==> src/rtl/sdm_pkg.sv <==
// Package: shared constants and width helpers for the sigma-delta cascade.
// Assumes coefficients are non-negative integers below 2**COEF_BITS.
package sdm_pkg;

    // Bits reserved for a feedback coefficient magnitude
    localparam int COEF_BITS = 8;

    // Width of the per-stage difference path, wide enough for
    // accumulator value minus the largest scaled feedback term.
    function automatic int diff_width(input int acc_w);
        return acc_w + COEF_BITS + 1;
    endfunction

endpackage

==> src/rtl/sdm_feedback.sv <==
// Module: sdm_feedback
// Maps the output bit to a signed feedback value of +/- COEF * 2**(WIDTH-1).
// Assumes COEF * 2**(WIDTH-1) fits in DIFF_W-1 bits.
module sdm_feedback #(
    parameter int WIDTH  = 16,
    parameter int DIFF_W = 33,
    parameter int COEF   = 1
) (
    input  logic                     bit_q,
    output logic signed [DIFF_W-1:0] fb_val
);

    localparam logic signed [DIFF_W-1:0] COEF_EXT = DIFF_W'(COEF);
    localparam logic signed [DIFF_W-1:0] MAG      = COEF_EXT <<< (WIDTH - 1);

    // Select the positive or negative full-scale term from the bit
    always_comb begin
        fb_val = bit_q ? MAG : -MAG;
    end

endmodule

==> src/rtl/sdm_integrator.sv <==
// Module: sdm_integrator
// One saturating integrator stage. On each enabled edge it adds the
// arithmetically right-shifted difference to its accumulator and clamps
// the result to the signed ACC_W range.
// Assumes DIFF_W > ACC_W and that the difference fits in DIFF_W-1 bits.
module sdm_integrator #(
    parameter int ACC_W  = 24,
    parameter int DIFF_W = 33,
    parameter int SHIFT  = 2
) (
    input  logic                     clk,
    input  logic                     rst_n,
    input  logic                     adv_en,
    input  logic signed [DIFF_W-1:0] diff_in,
    output logic signed [ACC_W-1:0]  acc_q
);

    localparam int EXT = DIFF_W - ACC_W;
    localparam logic signed [DIFF_W-1:0] HI_LIM =
        {{(EXT + 1){1'b0}}, {(ACC_W - 1){1'b1}}};
    localparam logic signed [DIFF_W-1:0] LO_LIM =
        {{(EXT + 1){1'b1}}, {(ACC_W - 1){1'b0}}};

    logic signed [DIFF_W-1:0] step;
    logic signed [DIFF_W-1:0] acc_ext;
    logic signed [DIFF_W-1:0] total;
    logic signed [ACC_W-1:0]  acc_next;

    // Scale the difference and form the unclamped new sum
    always_comb begin
        step    = diff_in >>> SHIFT;
        acc_ext = {{EXT{acc_q[ACC_W-1]}}, acc_q};
        total   = acc_ext + step;
    end

    // Clamp the sum to the accumulator range
    always_comb begin
        if (total > HI_LIM) begin
            acc_next = HI_LIM[ACC_W-1:0];
        end else if (total < LO_LIM) begin
            acc_next = LO_LIM[ACC_W-1:0];
        end else begin
            acc_next = total[ACC_W-1:0];
        end
    end

    // Accumulator register with synchronous clear and enable
    always_ff @(posedge clk) begin
        if (!rst_n) begin
            acc_q <= '0;
        end else if (adv_en) begin
            acc_q <= acc_next;
        end
    end

    AST_FROZEN_WHEN_IDLE: assert property (@(posedge clk) disable iff (!rst_n)
        !adv_en |=> $stable(acc_q));

    AST_NO_WRAP_POS: assert property (@(posedge clk) disable iff (!rst_n)
        (adv_en && acc_q >= 0 && step >= 0) |=> acc_q >= 0);

    AST_NO_WRAP_NEG: assert property (@(posedge clk) disable iff (!rst_n)
        (adv_en && acc_q < 0 && step < 0) |=> acc_q < 0);

endmodule

==> src/rtl/sdm_quantizer.sv <==
// Module: sdm_quantizer
// One-bit comparator with an output register. It loads 1 when the last
// integrator is >= 0 and 0 otherwise, using the value before the edge.
// Assumes the accumulator input is two's complement.
module sdm_quantizer #(
    parameter int ACC_W = 24
) (
    input  logic                    clk,
    input  logic                    rst_n,
    input  logic                    adv_en,
    input  logic signed [ACC_W-1:0] acc_in,
    output logic                    bit_q
);

    logic non_neg;

    // Sign test of the final integrator
    always_comb begin
        non_neg = (acc_in >= 0);
    end

    // Output bit register with synchronous clear and enable
    always_ff @(posedge clk) begin
        if (!rst_n) begin
            bit_q <= 1'b0;
        end else if (adv_en) begin
            bit_q <= non_neg;
        end
    end

    AST_SIGN_DECISION: assert property (@(posedge clk) disable iff (!rst_n)
        adv_en |=> bit_q == ($past(acc_in) >= 0));

    AST_OUT_HELD: assert property (@(posedge clk) disable iff (!rst_n)
        !adv_en |=> $stable(bit_q));

    AST_RESET_OUT_LOW: assert property (@(posedge clk) disable iff (!rst_n)
        $rose(rst_n) |-> !bit_q);

endmodule

==> src/rtl/sdm_cascade.sv <==
// Module: sdm_cascade (top)
// A cascade of STAGES saturating integrators with distributed feedback
// from a one-bit quantizer. Stage 0 integrates the input sample. Each
// later stage integrates the previous stage's accumulator. All stages
// subtract COEF[k] times the full-scale feedback.
// Assumes 0 <= COEF[k] < 2**COEF_BITS and GUARD >= 1.
module sdm_cascade
    import sdm_pkg::*;
#(
    parameter int WIDTH  = 16,
    parameter int STAGES = 4,
    parameter int GUARD  = 8,
    parameter int SHIFT  = 2,
    parameter int COEF [STAGES] = '{1, 2, 2, 1}
) (
    input  logic                    clk,
    input  logic                    rst_n,
    input  logic                    adv_en,
    input  logic signed [WIDTH-1:0] sample_in,
    output logic                    bit_out
);

    localparam int ACC_W  = WIDTH + GUARD;
    localparam int DIFF_W = diff_width(ACC_W);

    logic signed [ACC_W-1:0]  acc  [STAGES];
    logic signed [DIFF_W-1:0] src  [STAGES];
    logic signed [DIFF_W-1:0] fb   [STAGES];
    logic signed [DIFF_W-1:0] diff [STAGES];

    genvar k;
    generate
        for (k = 0; k < STAGES; k++) begin : g_stage
            // Select the stage input: the sample for stage 0, otherwise the previous accumulator
            if (k == 0) begin : g_first
                always_comb begin
                    src[k] = {{(DIFF_W - WIDTH){sample_in[WIDTH-1]}}, sample_in};
                end
            end else begin : g_chain
                always_comb begin
                    src[k] = {{(DIFF_W - ACC_W){acc[k-1][ACC_W-1]}}, acc[k-1]};
                end
            end

            sdm_feedback #(
                .WIDTH  (WIDTH),
                .DIFF_W (DIFF_W),
                .COEF   (COEF[k])
            ) u_fb (
                .bit_q  (bit_out),
                .fb_val (fb[k])
            );

            // Difference between the stage input and its feedback term
            always_comb begin
                diff[k] = src[k] - fb[k];
            end

            sdm_integrator #(
                .ACC_W  (ACC_W),
                .DIFF_W (DIFF_W),
                .SHIFT  (SHIFT)
            ) u_int (
                .clk     (clk),
                .rst_n   (rst_n),
                .adv_en  (adv_en),
                .diff_in (diff[k]),
                .acc_q   (acc[k])
            );
        end
    endgenerate

    sdm_quantizer #(
        .ACC_W (ACC_W)
    ) u_q (
        .clk    (clk),
        .rst_n  (rst_n),
        .adv_en (adv_en),
        .acc_in (acc[STAGES-1]),
        .bit_q  (bit_out)
    );

    AST_RESET_CLEARS_FIRST: assert property (@(posedge clk) disable iff (!rst_n)
        $rose(rst_n) |-> acc[0] == 0);

    AST_FIRST_STAGE_FOLLOWS_FB: assert property (@(posedge clk) disable iff (!rst_n)
        (adv_en && bit_out && sample_in < 0 && acc[0] <= 0) |=> acc[0] < 0);

endmodule

==> config.mk <==
export PLATFORM = sky130hd
export DESIGN_NAME = sdm_cascade
export DESIGN_NICKNAME = d
export VERILOG_FILES = /design/src/rtl/sdm_pkg.sv /design/src/rtl/sdm_feedback.sv /design/src/rtl/sdm_integrator.sv /design/src/rtl/sdm_quantizer.sv /design/src/rtl/sdm_cascade.sv
export SDC_FILE = /design/constraint.sdc
export NUM_CORES = 1
export LEC_CHECK = 0
export BUFFER_PORTS_ARGS = -buffer_cell sky130_fd_sc_hd__buf_2
export CAP_MARGIN = 30
export CORE_MARGIN = 2
export CORE_UTILIZATION = 38
export CTS_CLUSTER_SIZE = 8
export DETAILED_ROUTE_END_ITERATION = 8
export GPL_ROUTABILITY_DRIVEN = 1
export PLACE_DENSITY_LB_ADDON = 0.2
export SYNTH_ARGS = -nofsm -noshare
export SYNTH_HDL_FRONTEND = slang
export SYNTH_SLANG_ARGS = --single-unit
==> constraint.sdc <==
create_clock -name clk -period 5.19 [get_ports clk]
set_input_delay 0.7785 -clock clk [delete_from_list [all_inputs] [get_ports clk]]
set_output_delay 0.7785 -clock clk [all_outputs]
set_load 0.1 [all_outputs]
==> impl_metrics.tcl, run 1 <==
set metrics [dict create \
    status "completed" \
    ant_nets 0 \
    slew_violations 0 \
    grt_pass1_wl_um 46000 \
    peakVddDrop_mv 0.2188 \
    hpwl_um 21300 \
    fin_total_pwr_uw 9064 \
    required_ns 5.43 \
    root_buffer "clkbuf_16" \
    fin_skew_ns 0.01019 \
    finalNonFillerCells 1856 \
    endpoint_kind "flop" \
    critPathArrivalTime_ns 5.27 \
    setup_viol 0 \
    vias 10330 \
    cp_top_family "compound AO/OA/AOI/OAI gates" \
    antenna_found_initial 0 \
    track_usage_pct 17.67 \
    cts.htree.levels 3 \
    crit_chain "clkinvlp_4, buf_6, fa_2, inv_2, a21oi_2, o21bai_1, a21o_1, a21o_1, a21o_1, a21o_1, fa_2, ha_4, a21oi_4, o21ai_2, nor2_1, nand4_1, a221oi_2, xor2_1, o211ai_1, or4b_4, o21ai_4, buf_12, clkbuf_16, o22ai_2" \
    drive_gt1_share_pct 12.28 \
    n_antenna_cell 0 \
    start_util_pct 38.36 \
    clock_path_buffers 2 \
    die_w_um 176.5 \
    critPathBufInv 5 \
    overflow 0 \
    ff_latch_area_sq_um 1946 \
    hold_class "reg2reg" \
    critPathMaxStageDelay_ns 0.54 \
    fillers 3077 \
    vias_per_cell 5.567 \
    fin_nets 1629 \
    fin_crit_ns 5.027 \
    crit_type "reg2reg" \
    synth_flop_cell "dfxtp_1" \
    crit_fanout 6 \
    yosys_register_bits 97 \
    portBuffers 17 \
    final_hold_viol_count 0 \
    yosysWarnings 0 \
    utilization_pct 42.66 \
    seq_area_frac_synth_pct 17.17 \
    fmax_mhz 198.9 \
    syn_to_final_growth_pct 11.21 \
    die-area_sq_um 31150 \
    tightest_slew_ns 0.9121 \
    globalplace.congestion 0.8381 \
    crit_top_cell "a21o_1" \
    powerDensity_nw_per_um2 720.7 \
    cts_tree "built" \
    wl_um 28570 \
    period_share_pct 96.86 \
    async_flop_share_pct 0 \
    maxCapViolations 0 \
    fin_area_sq_um 12580 \
    initialDrtViolationCount 606 \
    synth_cell_types 91 \
    drc 0 \
    multi_input_area_sq_um 8955 \
    fin_ws_ns 0.1630 \
    grt_setup_unrepaired "yes" \
    placedInstanceArea_sq_um 11820 \
    syn_nets 1614 \
    synth_area_sq_um 11310 \
    max_slew_margin_pct 39.20 \
    placementRows 63 \
    numCtsBuffers 9 \
    dp.cells 1817 \
    clock_sinks 97 \
    io_pins 20 \
    postSynthAreaPerCell_sq_um 7.820 \
    grt_max_degree 56 \
    synth_edf_count 0 \
    pre_cts_slack_ns 0.06869 \
    cp_slowest_cell "or4b_4" \
    cp-start-kind "flop" \
    clkLatencyLatePin_ns 0.36 \
    clk_pin_slew_ns 0.07 \
    die_h_um 176.5 \
    drt_pass1_iterations 5 \
    wl_per_cell_um 15.39 \
    p_leak_uw 0.005637 \
    synthesis.instances 1446 \
    first_global_vias 9587 \
    core_area_sq_um 29480 \
]
-- cells in the final DEF (no fill, tap or decap), types with 12 or more instances in the layout --
| cell | n |
|---|---|
| buf_2 | 17 |
| clkbuf_16 | 14 |
| a31oi_1 | 17 |
| or3_1 | 12 |
| o22ai_1 | 50 |
| a21o_1 | 76 |
| nand3_1 | 28 |
| xnor2_1 | 62 |
| a211oi_1 | 14 |
| nor3_1 | 21 |
| nor2b_1 | 12 |
| buf_4 | 31 |
| o22ai_2 | 20 |
| ha_1 | 132 |
| xor2_1 | 38 |
| a21oi_1 | 133 |
| dfxtp_1 | 96 |
| inv_1 | 53 |
| nor2_1 | 70 |
| o21a_1 | 13 |
| o21bai_1 | 28 |
| o211ai_1 | 15 |
| nand2_1 | 88 |
| nand2b_1 | 65 |
| o21ai_0 | 161 |
-- metal layers --
metal / GRT usage, % / wire length, um / up-vias
met5: 0 / 0 / -
met2: 31.09 / 13560 / 134
li1: - / - / 5430
met1: 23.27 / 13800 / 4745
met3: 2.498 / 732 / 24
met4: 2.755 / 476 / 0
-- sequential cells by signal (all words and copies together) (netlist names) --
register / flops
u_q.bit_q: 1
g_stage.u_int.acc_q: 96
-- tightest hold or removal path, stage by stage (launching register included) --
cell	delay, ns
dfxtp_1	0.33
o21ai_0	0.08
a21oi_1	0.10
-- stage by stage --
| step | setup TNS (ns) | hold WS, ns |
|---|---|---|
| final | 0 | 0.5349 |
| after global routing | -4.413 | 0.5521 |
| after CTS | 0 | 0.5399 |
| after detailed placement | 0 | 0.5239 |
| after global placement | 0 | 0.5093 |
| after floorplan | -0.4198 | 0.4940 |
-- final timing paths --
check	endpoint	slack (ns)	startpoint	cells past startpoint
hold reg to reg	g_stage[0].u_int.acc_q[0]$_SDFFE_PN0P_	0.53	g_stage[0].u_int.acc_q[0]$_SDFFE_PN0P_	2
setup reg to reg	g_stage[1].u_int.acc_q[20]$_SDFFE_PN0P_	0.16	u_q.bit_q$_SDFFE_PN0P_	24
hold / removal	g_stage[0].u_int.acc_q[0]$_SDFFE_PN0P_	0.53	g_stage[0].u_int.acc_q[0]$_SDFFE_PN0P_	2
setup / recovery	g_stage[1].u_int.acc_q[20]$_SDFFE_PN0P_	0.16	u_q.bit_q$_SDFFE_PN0P_	24
-- area by class of cell --
class | count | share of cell area [%]
inverters | 55 | 1.671
clock inverters | 6 | 0.7263
well taps | 390 | 3.880
clock buffers | 10 | 1.900
flip-flops and latches | 97 | 15.47
repair buffers | 66 | 5.144
multi-input cells | 1232 | 71.21
-- kinds of logic after synthesis --
logic type	count (synthesis)	synth area share (%)
buffers and inverters	117	5.145
and+or+nand+nor	366	16.91
xor gates and xnor gates	100	7.745
AOI/OAI and AO/OA	614	35.48
muxes	3	0.2656
DFF	97	17.17
adders and majority gates	149	17.28
-- report_power, final --
group | switching (uW) | total, uW | leakage, uW | internal (uW)
Sequential | 301 | 1350 | 0.000813 | 1050
Combinational | 3860 | 6960 | 0.00466 | 3090
Clock | 317 | 755 | 0.000163 | 438
Total | 4480 | 9060 | 0.00564 | 4580
-- cells in the mapped netlist (4+ instances only) --
library cell	n	share of area [%]
a2111oi_0	4	0.31
a211o_1	5	0.39
a211oi_1	16	1.1
a21boi_0	4	0.27
a21o_1	76	5.0
a21oi_1	139	6.2
a31oi_1	17	0.94
and2_1	10	0.55
and3_1	6	0.33
buf_1	4	0.13
buf_2	6	0.27
buf_6	10	1.0
clkbuf_1	34	1.1
dfxtp_1	97	17
fa_1	12	2.1
ha_1	137	15
inv_1	55	1.8
nand2_1	89	3.0
nand2b_1	65	3.6
nand3_1	28	1.2
nand4_1	10	0.55
nor2_1	70	2.3
nor2b_1	12	0.66
nor3_1	21	0.93
nor4_1	4	0.22
o211ai_1	15	1.0
o21a_1	13	0.86
o21ai_0	166	7.3
o21bai_1	28	1.9
o22ai_1	50	2.8
o22ai_2	21	2.3
o31ai_1	10	0.66
or2_2	10	0.55
or3_1	12	0.66
or3b_2	5	0.39
xnor2_1	62	4.8
xor2_1	38	2.9
-- repair_timing --
item	4_1_cts	5_1_grt
buffers inserted	0	15
hold buffers	0	0
gates resized for setup	0	35
endpoints found under the setup margin	0	69
(Power assumes the default switching activity.)
==> run 2: changes to the inputs <==
--- a/config.mk
+++ b/config.mk
@@ -5,12 +5,12 @@
 export SDC_FILE = /design/constraint.sdc
 export NUM_CORES = 1
 export LEC_CHECK = 0
-export BUFFER_PORTS_ARGS = -buffer_cell sky130_fd_sc_hd__buf_2
 export CAP_MARGIN = 30
 export CORE_MARGIN = 2
 export CORE_UTILIZATION = 38
 export CTS_CLUSTER_SIZE = 8
 export DETAILED_ROUTE_END_ITERATION = 8
+export DONT_BUFFER_PORTS = 1
 export GPL_ROUTABILITY_DRIVEN = 1
 export PLACE_DENSITY_LB_ADDON = 0.2
 export SYNTH_ARGS = -nofsm -noshare
==> impl_metrics.tcl, run 2 (synthesized netlist as in run 1, its figures left out) <==
set metrics [dict create \
    status "completed" \
    cp_top_family "compound AO/OA/AOI/OAI gates" \
    ff2ff_setup_slack_ns 0.17 \
    maxCapViolations 0 \
    mostFrequentLayoutCells "o21ai_0, a21oi_1, ha_1" \
    syn_to_final_growth_pct 8.420 \
    core_area_sq_um 29480 \
    fin_area_sq_um 12260 \
    track_usage_pct 17.81 \
    ant_nets 0 \
    overflow 0 \
    hold_slack_ns 0.5348 \
    globalplace.congestion 0.8577 \
    die-area_sq_um 31150 \
    largest_reg_flops 96 \
    multi_input_area_sq_um 8987 \
    endpoint_kind "flop" \
    hpwl_um 20990 \
    tightest_slew_ns 0.6703 \
    powerDensity_nw_per_um2 712.1 \
    crit_top_cell "a21o_1" \
    drc 0 \
    cp-start-kind "flop" \
    final_common_cell "o21ai_0" \
    largest_registers "g_stage.u_int.acc_q (96), u_q.bit_q (1)" \
    die_h_um 176.5 \
    vias_per_cell 5.631 \
    crit_chain "clkinvlp_4, fa_2, inv_2, a21oi_2, o21bai_1, a21o_1, a21o_1, a21o_1, a21o_1, fa_1, ha_4, a21oi_4, o21ai_4, nor2_1, nand4_1, a221oi_2, xor2_1, o211ai_1, or4b_4, o21ai_4, buf_12, clkbuf_16, o22ai_2" \
    vias 10250 \
    hold_class "reg2reg" \
    fin_nets 1593 \
    critPathBufInv 4 \
    die_w_um 176.5 \
    fin_skew_ns 0.01293 \
    clkLatencyLatePin_ns 0.36 \
    r2r_start "u_q.bit_q$_SDFFE_PN0P_" \
    start_util_pct 38.36 \
    utilization_pct 41.59 \
    antenna_found_initial 0 \
    cts_tree "built" \
    first_global_vias 9478 \
    fmax_mhz 199.0 \
    holdPathEnd "g_stage[0].u_int.acc_q[21]$_SDFFE_PN0P_" \
    clock_path_buffers 2 \
    regMostFlops "g_stage.u_int.acc_q" \
    p_leak_uw 0.005429 \
    fillers 3037 \
    cp_slowest_cell "or4b_4" \
    max_slew_margin_pct 54.69 \
    placementRows 63 \
    peakVddDrop_mv 0.2057 \
    root_buffer "clkbuf_16" \
    placedInstanceArea_sq_um 11670 \
    critPathArrivalTime_ns 5.25 \
    r2r-end "g_stage[1].u_int.acc_q[9]$_SDFFE_PN0P_" \
    portBuffers 0 \
    min-delay-start "g_stage[0].u_int.acc_q[21]$_SDFFE_PN0P_" \
    fin_crit_ns 5.024 \
    n_antenna_cell 0 \
    drt_pass1_iterations 5 \
    wl_per_cell_um 15.63 \
    ff_latch_area_sq_um 1946 \
    numCtsBuffers 9 \
    drive_gt1_share_pct 10.00 \
    period_share_pct 96.81 \
    setup_viol 0 \
    worst-r2r-cell-count 23 \
    required_ns 5.42 \
    crit_type "reg2reg" \
    critPathMaxStageDelay_ns 0.54 \
    io_pins 20 \
    grt_pass1_wl_um 46460 \
    whs_path_depth 2 \
    clk_pin_slew_ns 0.07 \
    cts.htree.levels 3 \
    crit_fanout 6 \
    initialDrtViolationCount 572 \
    clock_sinks 97 \
    grt_setup_unrepaired "yes" \
    wl_um 28450 \
    grt_max_degree 109 \
    slew_violations 0 \
    final_hold_viol_count 0 \
]
run 2: changes by cell type in the layout (fill, tap and decap cells not counted), sizes merged:
cell,before,now
clkbuf,16,13
buf,60,28
inv,54,55
bufinv,2,0
run 2: how the worst max path moves through the flow:
stage	start	to	slack, ns	depth (start not counted)
floorplan	u_q.bit_q$_SDFFE_PN0P_	g_stage[1].u_int.acc_q[7]$_SDFFE_PN0P_	-0.02	22
global placement	u_q.bit_q$_SDFFE_PN0P_	g_stage[1].u_int.acc_q[1]$_SDFFE_PN0P_	0.09	21
detailed placement	u_q.bit_q$_SDFFE_PN0P_	g_stage[1].u_int.acc_q[0]$_SDFFE_PN0P_	0.07	21
CTS	u_q.bit_q$_SDFFE_PN0P_	g_stage[1].u_int.acc_q[0]$_SDFFE_PN0P_	0.06	21
global route	u_q.bit_q$_SDFFE_PN0P_	g_stage[1].u_int.acc_q[22]$_SDFFE_PN0P_	-0.14	23
finish	u_q.bit_q$_SDFFE_PN0P_	g_stage[1].u_int.acc_q[9]$_SDFFE_PN0P_	0.17	23
run 2: worst register-to-register path, cell delays in order (launching register included):
cell        delay (ns)
dfxtp_4           0.38
clkinvlp_4        0.19
fa_2              0.46
inv_2             0.06
a21oi_2           0.04
o21bai_1          0.21
a21o_1            0.14
a21o_1            0.13
a21o_1            0.13
a21o_1            0.12
fa_1              0.46
ha_4              0.30
a21oi_4           0.16
o21ai_4           0.07
nor2_1            0.10
nand4_1           0.15
a221oi_2          0.35
xor2_1            0.21
o211ai_1          0.11
or4b_4            0.54
o21ai_4           0.18
buf_12            0.15
clkbuf_16         0.16
o22ai_2           0.07
run 2: per-layer routing:
layer / wire, um / up-vias / part of all wire [%] / GRT usage, %
met3: 657 / 12 / 2.3 / 2.239
met5: 0 / - / 0 / 0
met1: 13980 / 4776 / 49 / 24.17
met4: 200 / 0 / 0.70 / 3.512
li1: - / 5339 / - / -
met2: 13610 / 122 / 48 / 30.29
run 2: stage by stage:
step / setup WS [ns] / TNS [ns] / power, uW / cells
4_1_cts: 0.06203 / 0 / 8516 / 1809
3_3_place_gp: 0.08943 / 0 / 7743 / 1793
2_1_floorplan: -0.02326 / -0.4198 / 6635 / 1446
5_1_grt: -0.1444 / -5.323 / 9615 / 1820
3_5_place_dp: 0.06622 / 0 / 7812 / 1793
6_report: 0.1657 / 0 / 8730 / 1820
run 2: power by group:
part	total, uW	internal, uW	switching, uW
clock network	659	343	317
logic	6720	2950	3770
registers	1350	1050	295
run 2: area by class of cell:
| type | count | share of cell area, % |
|---|---|---|
| Timing Repair Buffer | 30 | 2.827 |
| Clock buffer | 11 | 1.980 |
| Multi-Input combinational cell | 1232 | 73.30 |
| Sequential cell | 97 | 15.87 |
| Inverter | 55 | 1.714 |
| Tap cell | 390 | 3.980 |
| Clock inverter | 5 | 0.3266 |
run 2: timing repair:
action                                  4_1_cts  5_1_grt
buffers inserted                              0        8
endpoints found under the setup margin        0       69
endpoints found under the hold margin         0        0
hold buffers                                  0        0
gates resized for setup                       0       39
